**src/rtl/fwft_pkg.sv**
```systemverilog
package fwft_pkg;

    typedef enum logic [1:0] {
        PF_IDLE  = 2'd0,
        PF_FETCH = 2'd1,
        PF_VALID = 2'd2
    } pf_state_t;

endpackage

```
**src/rtl/fwft_ram.sv**
```systemverilog
module fwft_ram #(
    parameter int WIDTH = 8,
    parameter int DEPTH = 16,
    localparam int AW   = $clog2(DEPTH)
) (
    input  logic             clk,
    input  logic             init,
    input  logic             we,
    input  logic [AW-1:0]    waddr,
    input  logic [WIDTH-1:0] wdata,
    input  logic             re,
    input  logic [AW-1:0]    raddr,
    output logic [WIDTH-1:0] q
);

    logic [WIDTH-1:0] mem [DEPTH];

    always_ff @(posedge clk) begin
        if (we) begin
            mem[waddr] <= wdata;
        end
    end

    // Registered read port doubles as the output register.
    always_ff @(posedge clk or posedge init) begin
        if (init) begin
            q <= '0;
        end else if (re) begin
            q <= mem[raddr];
        end
    end

endmodule

```
**src/rtl/fwft_ptrs.sv**
```systemverilog
module fwft_ptrs #(
    parameter int DEPTH = 16,
    localparam int AW   = $clog2(DEPTH),
    localparam int PW   = AW + 1
) (
    input  logic          clk,
    input  logic          init,
    input  logic          wr_req,
    input  logic          int_rd,
    input  logic          holding,
    output logic          wr_ok,
    output logic [AW-1:0] waddr,
    output logic [AW-1:0] raddr,
    output logic          store_empty,
    output logic          full,
    output logic [PW-1:0] wptr_q,
    output logic [PW-1:0] occ
);

    localparam logic [PW-1:0] DEPTH_P = PW'(DEPTH);

    logic [PW-1:0] rptr_q;
    logic [PW-1:0] head;

    // Head counts the word already moved into the output register.
    always_comb begin
        head        = rptr_q - {{(PW-1){1'b0}}, holding};
        occ         = wptr_q - head;
        full        = (occ == DEPTH_P);
        store_empty = (wptr_q == rptr_q);
        wr_ok       = wr_req && !full;
        waddr       = wptr_q[AW-1:0];
        raddr       = rptr_q[AW-1:0];
    end

    always_ff @(posedge clk or posedge init) begin
        if (init) begin
            wptr_q <= '0;
            rptr_q <= '0;
        end else begin
            if (wr_ok) begin
                wptr_q <= wptr_q + 1'b1;
            end
            if (int_rd) begin
                rptr_q <= rptr_q + 1'b1;
            end
        end
    end

endmodule

```
**src/rtl/fwft_prefetch.sv**
```systemverilog
module fwft_prefetch
    import fwft_pkg::*;
(
    input  logic clk,
    input  logic init,
    input  logic ce,
    input  logic ack,
    input  logic store_empty,
    output logic int_rd,
    output logic empty,
    output logic holding
);

    pf_state_t state_q;
    pf_state_t state_d;

    always_ff @(posedge clk or posedge init) begin
        if (init) begin
            state_q <= PF_IDLE;
        end else begin
            state_q <= state_d;
        end
    end

    always_comb begin
        state_d = state_q;
        if (ce) begin
            unique case (state_q)
                PF_IDLE: begin
                    if (!store_empty) state_d = PF_FETCH;
                end
                PF_FETCH: begin
                    state_d = PF_VALID;
                end
                PF_VALID: begin
                    if (ack && store_empty) state_d = PF_IDLE;
                end
                default: state_d = PF_IDLE;
            endcase
        end
    end

    always_comb begin
        int_rd  = 1'b0;
        empty   = 1'b1;
        holding = 1'b0;
        unique case (state_q)
            PF_IDLE: begin
                int_rd = ce && !store_empty;
            end
            PF_FETCH: begin
                holding = 1'b1;
            end
            PF_VALID: begin
                holding = 1'b1;
                empty   = 1'b0;
                int_rd  = ce && ack && !store_empty;
            end
            default: begin
                int_rd = 1'b0;
            end
        endcase
    end

endmodule

```
**src/rtl/fwft_fifo.sv**
```systemverilog
module fwft_fifo #(
    parameter int WIDTH = 8,
    parameter int DEPTH = 16,
    localparam int AW   = $clog2(DEPTH),
    localparam int PW   = AW + 1
) (
    input  logic             clk,
    input  logic             init,
    input  logic             wr_en,
    input  logic [WIDTH-1:0] wr_data,
    output logic             full,
    input  logic             rd_ce,
    input  logic             rd_ack,
    output logic [WIDTH-1:0] rd_data,
    output logic             empty
);

    logic          wr_ok;
    logic          int_rd;
    logic          holding;
    logic          store_empty;
    logic [AW-1:0] waddr;
    logic [AW-1:0] raddr;
    logic [PW-1:0] wptr_q;
    logic [PW-1:0] occ;

    fwft_ptrs #(.DEPTH(DEPTH)) u_ptrs (
        .clk         (clk),
        .init        (init),
        .wr_req      (wr_en),
        .int_rd      (int_rd),
        .holding     (holding),
        .wr_ok       (wr_ok),
        .waddr       (waddr),
        .raddr       (raddr),
        .store_empty (store_empty),
        .full        (full),
        .wptr_q      (wptr_q),
        .occ         (occ)
    );

    fwft_prefetch u_pf (
        .clk         (clk),
        .init        (init),
        .ce          (rd_ce),
        .ack         (rd_ack),
        .store_empty (store_empty),
        .int_rd      (int_rd),
        .empty       (empty),
        .holding     (holding)
    );

    fwft_ram #(.WIDTH(WIDTH), .DEPTH(DEPTH)) u_ram (
        .clk   (clk),
        .init  (init),
        .we    (wr_ok),
        .waddr (waddr),
        .wdata (wr_data),
        .re    (int_rd),
        .raddr (raddr),
        .q     (rd_data)
    );

endmodule

```
**config.mk**
```make
export PLATFORM = sky130hd
export DESIGN_NAME = fwft_fifo
export DESIGN_NICKNAME = d
export VERILOG_FILES = /design/src/rtl/fwft_pkg.sv /design/src/rtl/fwft_ram.sv /design/src/rtl/fwft_ptrs.sv /design/src/rtl/fwft_prefetch.sv /design/src/rtl/fwft_fifo.sv
export SDC_FILE = /design/constraint.sdc
export NUM_CORES = 1
export LEC_CHECK = 0
export ABC_AREA = 1
export BUFFER_PORTS_ARGS = -buffer_cell sky130_fd_sc_hd__clkbuf_2
export CAP_MARGIN = 40
export CORE_MARGIN = 2
export CORE_UTILIZATION = 24
export DETAILED_ROUTE_END_ITERATION = 8
export SLEW_MARGIN = 20
export SYNTH_ARGS = -nofsm -noshare
export SYNTH_HDL_FRONTEND = slang
export SYNTH_SLANG_ARGS = --single-unit
```
**constraint.sdc**
```tcl
create_clock -name clk -period 3 [get_ports clk]
set_clock_uncertainty 0.1 [all_clocks]
set_input_delay 0.9 -clock clk [delete_from_list [all_inputs] [get_ports clk]]
set_output_delay 0.9 -clock clk [all_outputs]
set_load 0.01 [all_outputs]
```
======== After elaboration in Yosys (flattened, before gate mapping) ========
Memories as Yosys holds them, arrays and structs flattened. A register that Yosys moved wholly into a read port is not among the register bits.
Cells that the tools add are included.
word-level totals
  register bits ........................... 12
  ROM bits ................................ 0
  memory bits (writable) .................. 128
  bits in latches ......................... 0
  input port bits ......................... 13
  memories ................................ 1
cells by class
  bitwise operators ....................... 0
  equal/unequal tests ..................... 6
  muxes and demuxes ....................... 8
  shift operators ......................... 0
  multiply operators ...................... 0
  add/subtract/negate cells ............... 4
  reduce and logical (&&, ||, !) cells .... 10
  div/mod/pow operators ................... 0
  $lt $le $gt $ge ......................... 0
memories
  name       words  bits a word  rd ports  clocked after memory_dff  wr ports  RTL line        source
  u_ram.mem  16     8            1         1                         1         fwft_ram.sv:16  logic [WIDTH-1:0] mem [DEPTH];
operator list
  operator                                               count
  adder 5 x 1 -> 5 bit, second input constant            2
  case mux 2 bit (3 select lines)                        1
  equality test 5 bit                                    1
  equality test 5 bit, second input constant             1
  logical AND 1 bit                                      5
  subtractor 5 x 1 -> 5 bit                              1
  subtractor 5 bit                                       1
  two-way mux 1 bit                                      4
  two-way mux 2 bit                                      2
  AND reduction 3 bit                                    1
  equality test 2 x 1 -> 1 bit, second input constant    1
  equality test 2 bit, second input constant             1
  logical NOT 1 bit                                      2
  logical NOT 2 bit                                      1
  inequality test 2 x 1 -> 1 bit, second input constant  1
  inequality test 2 bit, second input constant           1
  case mux 1 bit (2 select lines)                        1
  OR reduction 2 bit                                     1

======== Depth between registers and ports, before layout ========
Gate-level depths: netlist of the first run.
  depth in word-level cells ............... 10
  mapped depth ............................ 16
  gate-level depth less buffers ........... 16

======== Hierarchy ========
From an unflattened synthesis of the first run, not the netlist that was laid out.
unflattened totals
  cells, all modules ...................... 621
  area total of the unflattened synthesis .. 6636.4 um^2
modules (own cells, without submodules)
  module         cells each  times used  area each (um^2)
  fwft_ram       482         1           5595.4
  fwft_ptrs      115         1           858.3
  fwft_prefetch  24          1           182.7

======== Worst setup path after synthesis of the first run ========
No wires, ideal clock.
  path type ............................... register to output
  start point ............................. register u_pf.state_q[0]
  end point ............................... output full
  required time ........................... 2000 ps
  arrival time ............................ 2119 ps
  buffers on the path ..................... 0
  stages on the path, launching flop included .. 13
  path slack .............................. -119 ps
  cell sequence ........................... dfrtp_1 -> inv_1 -> ha_1 -> inv_1 -> ha_1 -> inv_1 -> ha_1 -> fa_1 -> xnor2_1 -> nand2_1 -> nor2_1 -> nand2_4 -> inv_1
between the ends
  longest elaborated chain between the ends .. 6
  elaborated cells between the ends (all ways) .. 7
  those cells by class .................... add/sub: 2; eq/ne: 3; mux: 1; reduce/logical: 1
ends and longest elaborated chain
  item                                                                 RTL line             source
  from (decl)                                                          fwft_prefetch.sv:14  pf_state_t state_q;
  from (signal assigned)                                               fwft_prefetch.sv:21  state_q <= state_d;
  equality test 2 x 1 -> 1 bit or equality test 2 bit (tied branches)  fwft_prefetch.sv:47  unique case (state_q)
  OR reduction 2 bit (no source line) (*)                              --
  two-way mux 1 bit (*)                                                fwft_prefetch.sv:47
  subtractor 5 x 1 -> 5 bit (*)                                        fwft_ptrs.sv:27      head = rptr_q - {{(PW-1){1'b0}}, holding};
  subtractor 5 bit (*)                                                 fwft_ptrs.sv:28      occ = wptr_q - head;
  equality test 5 bit (*)                                              fwft_ptrs.sv:29      full = (occ == DEPTH_P);
  to (decl)                                                            fwft_fifo.sv:11      output logic full,
Mark *: on every way between the ends. The rest lies on a longest branch, timed or not.

======== Final worst setup path of the first run ========
Same ends and word-level chain as after synthesis.

==> impl_metrics.ini, run 1 <==
[run_status]
status = finished, violations left
violations = negative setup slack

[sta]
rsz0062_at_grt = yes
timing.final.crit_share_pct = 118.0
timing.setup.tns_ns = -1.667
finalHoldViolations = 0
slew_headroom_pct = 48.37
fmax_mhz = 282.5
setup_violations = 70
hold_ws_ns = 0.3945
period_needed_ns = 3.539
worstMarginPinSlew_ns = 0.7744
maxSlewViolCount = 0
worst_slack_ns = -0.5393

[floorplan]
io_pins = 23
die-area_um2 = 29040
dieWidth_um = 170.4
initial_core_util_pct = 24.52
die_h_um = 170.4
core_um2 = 27100
rows = 60

[layout]
n_antenna_cell = 0
layout_commonest_cell = nand2_1
final_cell_mix = nand2_1, edfxtp_1, nor2_1, nand3_1, inv_1
syn_to_final_growth_pct = 22.46
stdcell_area_um2 = 8139
fin_util_pct = 30.03
drive_above_1_share_pct = 17.34
final_nets = 709

[global_routing]
grt.total_usage_pct = 11.31
antenna_found_initial = 0
grt_overflow = 0
grt_pass1_wl_um = 24500
grt_pass1_vias = 4580
grt_max_degree = 69

[drt]
drc_errors = 0
post_drt_wl_per_cell_um = 14.66
drtPass1Iterations = 5
drt-total-wl_um = 15600
vias = 4496
first_iter_violations = 291
final_antenna_net_count = 0
via_per_inst = 4.226

[worst_setup_path]
r2r_end = u_ram.mem[13][6]
ff2ff_path_depth = 17
worst_ep_arrival_time_ns = 2.54
endpoint = full
r2r-start = u_pf.state_q[0]
cp-end-kind = primary output
cp-start-kind = register
worstPathRequired_ns = 2.00
path_max_fanout = 2
rrSetupSlack_ns = -0.03
worstSetupStartpoint = u_pf.state_q[0]
critical_path_class = register to primary output

[cts]
cts_buffers = 17
insertion_delay_ns = 0.42
ctsHoldBuffers = 0
cts_root_buf = clkbuf_16
h-tree-depth = 4
cts.path.max_buffers = 2
clk_pin_slew_ns = 0.06
cts_tree = done
cts.sinks = 148

[power]
p_per_area_nw_per_um2 = 1034
ir_drop_v = 0.0004013
leakagePower_uw = 0.003177

[placement]
gp_congestion = 0.7813
numPortBuffers = 22
dp_hpwl_um = 10070
place_ws_ns = -0.1296
place_area_um2 = 7300

[yosys]
yosys.area.top_type = edfxtp_1
ys_warn_count = 0
synth_seq_cells = 148
syn_nets = 663
synth-main-ff-cell = edfxtp_1
synthCells = 633
seq_area_frac_synth_pct = 65.36
ys_top_cells_by_area = edfxtp_1, nand2_1, dfrtp_1, nand3_1, nor2_1
synth_top_area_share_pct = 57.83
synth.cell_area_um2 = 6646
synth_edf_count = 128
async_reset_ff_share_pct = 13.51
syn_avg_cell_area_um2 = 10.50
synthDistinctLibCells = 26

[worst_hold_path]
hold_class = primary input to async pin

[run]
maxCapViolations = 0
cell type report:
| class | instances | area, um^2 |
|---|---|---|
| fillers | 2783 | 18960 |
| flip-flops and latches | 148 | 4345 |
| multi-input cells | 395 | 2032 |
| well taps | 372 | 465.4 |
| clock buffers | 17 | 425.4 |
| repair buffers | 51 | 406.6 |
| inverters | 66 | 251.5 |
| clock inverters | 15 | 212.7 |
critical path, cell delays in order (launching register included):
cell and delay (ns):
dfrtp_1 0.36, inv_2 0.06, ha_4 0.25, inv_2 0.04
ha_4 0.25, inv_2 0.03, ha_4 0.15, fa_2 0.39
xnor2_2 0.16, nand2_1 0.08, nor2_2 0.14, nand2_4 0.06
inv_2 0.05, buf_6 0.09
per-stage QoR:
stage,instances,total power (uW)
after floorplan,633,4945
after global placement,1034,5788
after detailed placement,1034,5849
after CTS,1066,8139
after global routing,1064,8982
final,1064,8414
cell families (layout without fill, tap and decap cells):
kind of cell	count (synthesis)	count (layout)	synth area share (%)
AOI/OAI and AO/OA	45	45	3.389
xor gates and xnor gates	6	6	0.7907
adders and majority gates	17	17	3.313
buffers and inverters	90	149	6.382
DFF	148	148	65.36
and+or+nand+nor	327	327	20.76
synthesized netlist by cell type (3+ instances only):
| master | number |
|---|---|
| a21oi_1 | 10 |
| buf_2 | 8 |
| buf_6 | 10 |
| clkbuf_1 | 3 |
| clkinv_1 | 3 |
| dfrtp_1 | 20 |
| edfxtp_1 | 128 |
| ha_1 | 16 |
| inv_1 | 60 |
| inv_2 | 3 |
| nand2_1 | 135 |
| nand2_2 | 3 |
| nand3_1 | 79 |
| nor2_1 | 95 |
| nor2_2 | 11 |
| o21ai_0 | 13 |
| o21ai_1 | 22 |
| xor2_1 | 4 |
report_power, final:
group	internal, uW	total, uW	leakage, uW	switching, uW
combinational	1240	3420	0.00148	2170
sequential	2560	2710	0.00139	151
clock	1460	2280	0.000305	819
total	5270	8410	0.00318	3140
sequential cells by signal, indices dropped and copies added, names as in the netlist:
register	count
u_ram.mem	128
u_ram.q	8
u_ptrs.rptr_q	5
u_ptrs.wptr_q	5
u_pf.state_q	2
metal layers:
metal  track usage, %  up-vias  share of wire, %
li1                 -     2194                 -
met1            13.77     2194                44
met2            19.57       85                50
met3            2.488       23               3.7
met4            4.236        0               1.8
met5                0        -                 0
worst min-delay path by stage:
stage | endpoint | slack (ns) | cells past startpoint
floorplan | u_ptrs.rptr_q[4] | 0.36 | 2
global placement | u_ptrs.rptr_q[4] | 0.38 | 2
detailed placement | u_ptrs.rptr_q[4] | 0.39 | 2
CTS | u_pf.state_q[1] | 0.40 | 2
global route | u_pf.state_q[1] | 0.41 | 2
finish | u_pf.state_q[1] | 0.39 | 2
what timing repair did:
action,in CTS,in global routing
setup endpoints to repair,1,129
gates resized for setup,0,45
gates cloned,0,1
setup buffers,0,3
pin swaps,0,9
No activity file was read; power rests on OpenSTA's default activity.
==> run 2, diff against run 1 <==
- CELL_PAD_IN_SITES_DETAIL_PLACEMENT: not set -> 1
- CELL_PAD_IN_SITES_GLOBAL_PLACEMENT: not set -> 1
- PLACE_DENSITY_LB_ADDON: not set -> 0.1
==> run 2 against run 1 <==
Effect of this change:
- the run still ends with negative setup slack left
- design area shrank 0.14%
- power decreased by 1.1%
- sequential share of layout area is 0.074 points higher
- wire length rose by 22%
- global-route usage up 2.6 points
- hold slack worse by 0.0069 ns
- die area stayed put
- critical path depth is the same
- sequential power about the same
- combinational power up 6%
- critical path type unchanged
- critical endpoint unchanged
- highest routed layer unchanged
==> impl_metrics.ini, run 2 (synthesis results as in run 1) <==
[worst_setup_path]
r2r_end = u_ram.mem[2][4]
crit_chain = inv_2, ha_4, inv_2, ha_4, inv_2, ha_4, fa_2, xnor2_1, nand2_1, nor2_2, nand2_4, inv_2, buf_6
endpoint = full
critical_path_class = register to primary output
ff2ff_path_depth = 16
path_max_fanout = 2
worstPathRequired_ns = 2.00
worst_ep_arrival_time_ns = 2.48
rrSetupSlack_ns = 0
worstSetupStartpoint = u_pf.state_q[1]
path_buf_inv = 5
cpMostUsedCell = inv_2
max_stage_delay_ns = 0.36
critical-path-top-delay-family = adder cells
cp-end-kind = primary output
cp-start-kind = register
critPathSlowestCell = dfrtp_1
r2r-start = u_pf.state_q[1]
cp_num_cells = 13

[sta]
period_needed_ns = 3.480
rsz0062_at_grt = yes
worst_slack_ns = -0.4800
finalHoldViolations = 0
timing.final.crit_share_pct = 116.0
worstMarginPinSlew_ns = 0.5911
fmax_mhz = 287.4
maxSlewViolCount = 0
slew_headroom_pct = 60.60
setup_violations = 2

[drt]
vias = 4496
drc_errors = 0
final_antenna_net_count = 0
post_drt_wl_per_cell_um = 17.80
drtPass1Iterations = 6
via_per_inst = 4.222
first_iter_violations = 192
drt-total-wl_um = 18960

[layout]
reg_top3 = u_ram.mem x128, u_ram.q x8
n_antenna_cell = 0
syn_to_final_growth_pct = 22.29
instances_no_fill = 1065
stdcell_area_um2 = 8128
top_register = u_ram.mem
multi_input_area_um2 = 2058
final_cell_mix = nand2_1, edfxtp_1, nor2_1, nand3_1, inv_1
fill_cells = 3038
layout_commonest_cell = nand2_1
register_area_um2 = 4345
drive_above_1_share_pct = 17.75
largest_reg_flops = 128
final_nets = 711

[power]
switchingPower_uw = 3341
comb_power_share_pct = 43.4
p_per_area_nw_per_um2 = 1024
power_frac_clock_pct = 24.2
swShare_pct = 40.14
ir_drop_v = 0.0003324
leakagePower_uw = 0.003144
power_frac_seq_pct = 32.5
p_int_uw = 4983

[placement]
place_area_um2 = 7287
dpl.cell_count = 1028
gp_congestion = 0.7156
dp_hpwl_um = 12580
numPortBuffers = 22

[run_status]
status = finished, violations left
violations = negative setup slack

[global_routing]
grt.total_usage_pct = 13.88
grt_overflow = 0
grt_max_degree = 69
grt_pass1_vias = 4786
grt_pass1_wl_um = 28910
antenna_found_initial = 0

[floorplan]
die-area_um2 = 29040
dieWidth_um = 170.4
rows = 60
initial_core_util_pct = 24.52
die_h_um = 170.4
io_pins = 23
core_um2 = 27100

[cts]
cts_tree = done
insertion_delay_ns = 0.43
ctsHoldBuffers = 0
cts_root_buf = clkbuf_16
cts.path.max_buffers = 2
cts.sinks = 148
cts_buffers = 17
h-tree-depth = 4
clk_pin_slew_ns = 0.06

[worst_hold_path]
hold_class = primary input to async pin

[run]
maxCapViolations = 0
[run 2: cell type report]
class	count	area share [%]
multi-input combinational	395	25.32
sequential	148	53.46
tap	372	5.727
clock inverter	12	1.339
timing repair buffer	53	5.727
clock buffer	19	5.326
inverter	66	3.094
[run 2: power by group through the flow]
stage	registers (uW)	clock network (uW)	logic [uW]
CTS	2710	2060	3470
global route	2730	2140	4090
finish	2700	2010	3610
global placement	2740	0	3260
floorplan	2750	0	2200
detailed placement	2740	0	3320
[run 2: what timing repair did]
item / 4_1_cts / 5_1_grt
gates cloned: 0 / 1
setup buffers: 3 / 2
pin swaps: 6 / 4
gates resized for setup: 17 / 37
endpoints found under the setup margin: 89 / 132
[run 2: worst min path at each step]
stage / startpoint / to / slack (ns) / cells after the start
after floorplan: u_ptrs.rptr_q[4] / u_ptrs.rptr_q[4] / 0.36 / 2
after global placement: u_ptrs.rptr_q[4] / u_ptrs.rptr_q[4] / 0.39 / 2
after detailed placement: u_ptrs.rptr_q[4] / u_ptrs.rptr_q[4] / 0.39 / 2
after CTS: init / u_pf.state_q[1] / 0.39 / 2
after global routing: init / u_pf.state_q[1] / 0.41 / 2
final: init / u_pf.state_q[1] / 0.39 / 2
[run 2: metal layers]
| metal | up-vias | share of wire [%] | GRT usage, % |
|---|---|---|---|
| met1 | 2259 | 46 | 17.31 |
| li1 | 2196 | - | - |
| met4 | 0 | 1.1 | 4.088 |
| met2 | 29 | 51 | 24.48 |
| met3 | 12 | 1.8 | 2.465 |
| met5 | - | 0 | 0 |
[run 2: metrics by stage]
step	hold WS (ns)	worst slack, ns	setup TNS, ns	util [%]	power [uW]
6_report	0.3876	-0.4800	-0.4812	29.99	8324
5_1_grt	0.4106	-0.5770	-8.892	29.99	8964
4_1_cts	0.3863	-0.5990	-0.5990	29.27	8244
3_5_place_dp	0.3948	-0.2357	-4.160	26.89	6066
3_3_place_gp	0.3889	-0.2083	-0.6537	26.79	5993
2_1_floorplan	0.3620	-0.01905	-0.01905	-	4945
[run 2: worst register-to-register path: stages (launching register included)]
cell and delay, ns:
dfrtp_1 0.36, inv_2 0.06, ha_4 0.25, inv_2 0.04
ha_4 0.25, inv_2 0.04, ha_4 0.15, fa_2 0.51
nor2_1 0.04, nand2_1 0.07, nor2_2 0.05, nand2_4 0.05
buf_4 0.10, buf_6 0.12, nand2_8 0.07, buf_12 0.15
nor2_4 0.26
==> run 3, diff against run 2 <==
- BUFFER_PORTS_ARGS: -buffer_cell sky130_fd_sc_hd__clkbuf_2 -> not set
- CORE_ASPECT_RATIO: not set -> 1.4
- DONT_BUFFER_PORTS: not set -> 1
==> run 3 against run 2 <==
Effect of this change:
- fmax increased by 1.8%
- core utilization down 0.93 points
- critical endpoint unchanged
- critical path type unchanged
- wire length up 4.7%
- via count increased by 0.24%
- hold slack lost 0.081 ns
- the run still ends with negative setup slack left
- die area barely moved
- register-to-register slack better by 0.06 ns
- largest cell class unchanged
==> impl_metrics.ini, run 3 (synthesis results as in run 1) <==
[global_routing]
grt_max_degree = 69
grt_overflow = 0
top_usage_layer = met2
grt.total_usage_pct = 14.51
grt_pass1_vias = 4944
grt_use_met1_pct = 17.47
use_met3_pct = 2.719
grt_use_met2_pct = 25.80
grt_pass1_wl_um = 30300
antenna_found_initial = 0

[cts]
insertion_delay_ns = 0.43
clk_pin_slew_ns = 0.06
h-tree-depth = 4
cts.path.max_buffers = 2
cts.sinks = 148
cts_tree = done
cts_buffers = 17
cts_root_buf = clkbuf_16

[worst_setup_path]
rrSetupSlack_ns = 0.06
ff2ff_path_depth = 16
worst_ep_arrival_time_ns = 2.42
cp-end-kind = primary output
path_max_fanout = 2
critical_path_class = register to primary output
cp-start-kind = register
worstPathRequired_ns = 2.00
r2r-start = u_pf.state_q[0]
r2r_end = u_ram.mem[6][3]

[layout]
final_nets = 689
syn_to_final_growth_pct = 20.12
stdcell_area_um2 = 7984
drive_above_1_share_pct = 14.73
top_register = u_ram.mem
n_antenna_cell = 0
reg_top3 = u_ram.mem x128, u_ram.q x8
instances_no_fill = 1042
layout_commonest_cell = nand2_1
largest_reg_flops = 128
final_cell_mix = nand2_1, edfxtp_1, nor2_1, nand3_1, inv_1

[sta]
finalHoldViolations = 0
timing.final.crit_share_pct = 114.0
setup_violations = 1
maxSlewViolCount = 0
slew_headroom_pct = 49.36
worst_slack_ns = -0.4197
period_needed_ns = 3.420
fmax_mhz = 292.4
worstMarginPinSlew_ns = 0.7596
rsz0062_at_grt = yes

[placement]
gp_congestion = 0.7421
dpl.cell_count = 1005
numPortBuffers = 0
dp_hpwl_um = 13640
place_area_um2 = 7149

[floorplan]
initial_core_util_pct = 24.19
io_pins = 23
dieWidth_um = 144.6
die_h_um = 200.9
rows = 72
core_um2 = 27480
die-area_um2 = 29060

[run_status]
status = finished, violations left
violations = negative setup slack

[drt]
drt-total-wl_um = 19840
first_iter_violations = 193
post_drt_wl_per_cell_um = 19.04
via_per_inst = 4.325
vias = 4507
final_antenna_net_count = 0
drtPass1Iterations = 4
drc_errors = 0

[power]
ir_drop_v = 0.0003424
power_frac_clock_pct = 28.6
comb_power_share_pct = 39.1
p_per_area_nw_per_um2 = 1061
power_frac_seq_pct = 32.3
leakagePower_uw = 0.003091
switchingPower_uw = 3222
swShare_pct = 38.03
p_int_uw = 5250

[worst_hold_path]
hold_class = primary input to async pin

[run]
maxCapViolations = 0
-- run 3: cell types whose count changed in the layout (fill, tap and decap cells not counted), moves of 3 or more --
cell | before | now
buf_4 | 15 | 28
clkinvlp_4 | 6 | 2
clkbuf_2 | 21 | 0
clkbuf_8 | 0 | 3
buf_6 | 12 | 2
nor2_4 | 15 | 12
bufinv_16 | 1 | 5
-- run 3: stage by stage --
stage / hold WS [ns] / power (uW) / utilization (%) / TNS [ns] / worst slack, ns
5_1_grt: 0.3152 / 9104 / 29.06 / -6.199 / -0.5243
6_report: 0.3069 / 8472 / 29.06 / -0.4197 / -0.4197
2_1_floorplan: 0.3620 / 4945 / - / -0.01905 / -0.01905
4_1_cts: 0.3051 / 8579 / 28.96 / -0.5314 / -0.5233
3_5_place_dp: 0.4273 / 5953 / 26.02 / -3.500 / -0.1118
3_3_place_gp: 0.4014 / 5924 / 26.02 / -0.3273 / -0.1075
-- run 3: repair_timing --
action,in CTS,in global routing
setup buffers,4,1
hold buffers,0,0
resized for setup,24,5
setup endpoints to repair,97,129
pin swaps,6,5
-- run 3: worst max-delay path, cell delays in order, from the launching register on --
cell and delay, ns:
dfrtp_1 0.37, inv_2 0.06, ha_4 0.26, inv_2 0.04, ha_4 0.25, inv_2 0.03
ha_4 0.15, fa_2 0.37, xnor2_2 0.14, nand2_1 0.08, nor2_2 0.13, nand2_4 0.06
inv_2 0.07
-- run 3: power groups by stage --
| stage | clock network, uW | logic (uW) | registers, uW |
|---|---|---|---|
| 3_5_place_dp | 0 | 3170 | 2780 |
| 6_report | 2420 | 3320 | 2730 |
| 5_1_grt | 2560 | 3780 | 2770 |
| 3_3_place_gp | 0 | 3150 | 2770 |
| 4_1_cts | 2480 | 3350 | 2750 |
| 2_1_floorplan | 0 | 2200 | 2750 |
-- run 3: cell type report --
type	instances	area, um^2
fill	3054	19490
sequential	148	4345
tap	370	462.9
timing repair buffer	31	252.7
clock inverter	12	200.2
clock buffer	20	466.7
multi-input combinational	395	2008
inverter	66	247.7
-- run 3: worst max path at each step --
stage               startpoint  endpoint
6_report       u_pf.state_q[0]      full
5_1_grt        u_pf.state_q[0]      full
4_1_cts        u_pf.state_q[0]      full
3_5_place_dp   u_pf.state_q[0]      full
3_3_place_gp   u_pf.state_q[0]      full
2_1_floorplan  u_pf.state_q[0]      full
-- run 3: routing by layer --
metal | wire length, um | vias up | share of wire [%]
met5 | 0 | - | 0
met4 | 338 | 0 | 1.7
met3 | 420 | 25 | 2.1
met2 | 10590 | 53 | 53
met1 | 8493 | 2273 | 43
li1 | - | 2156 | -
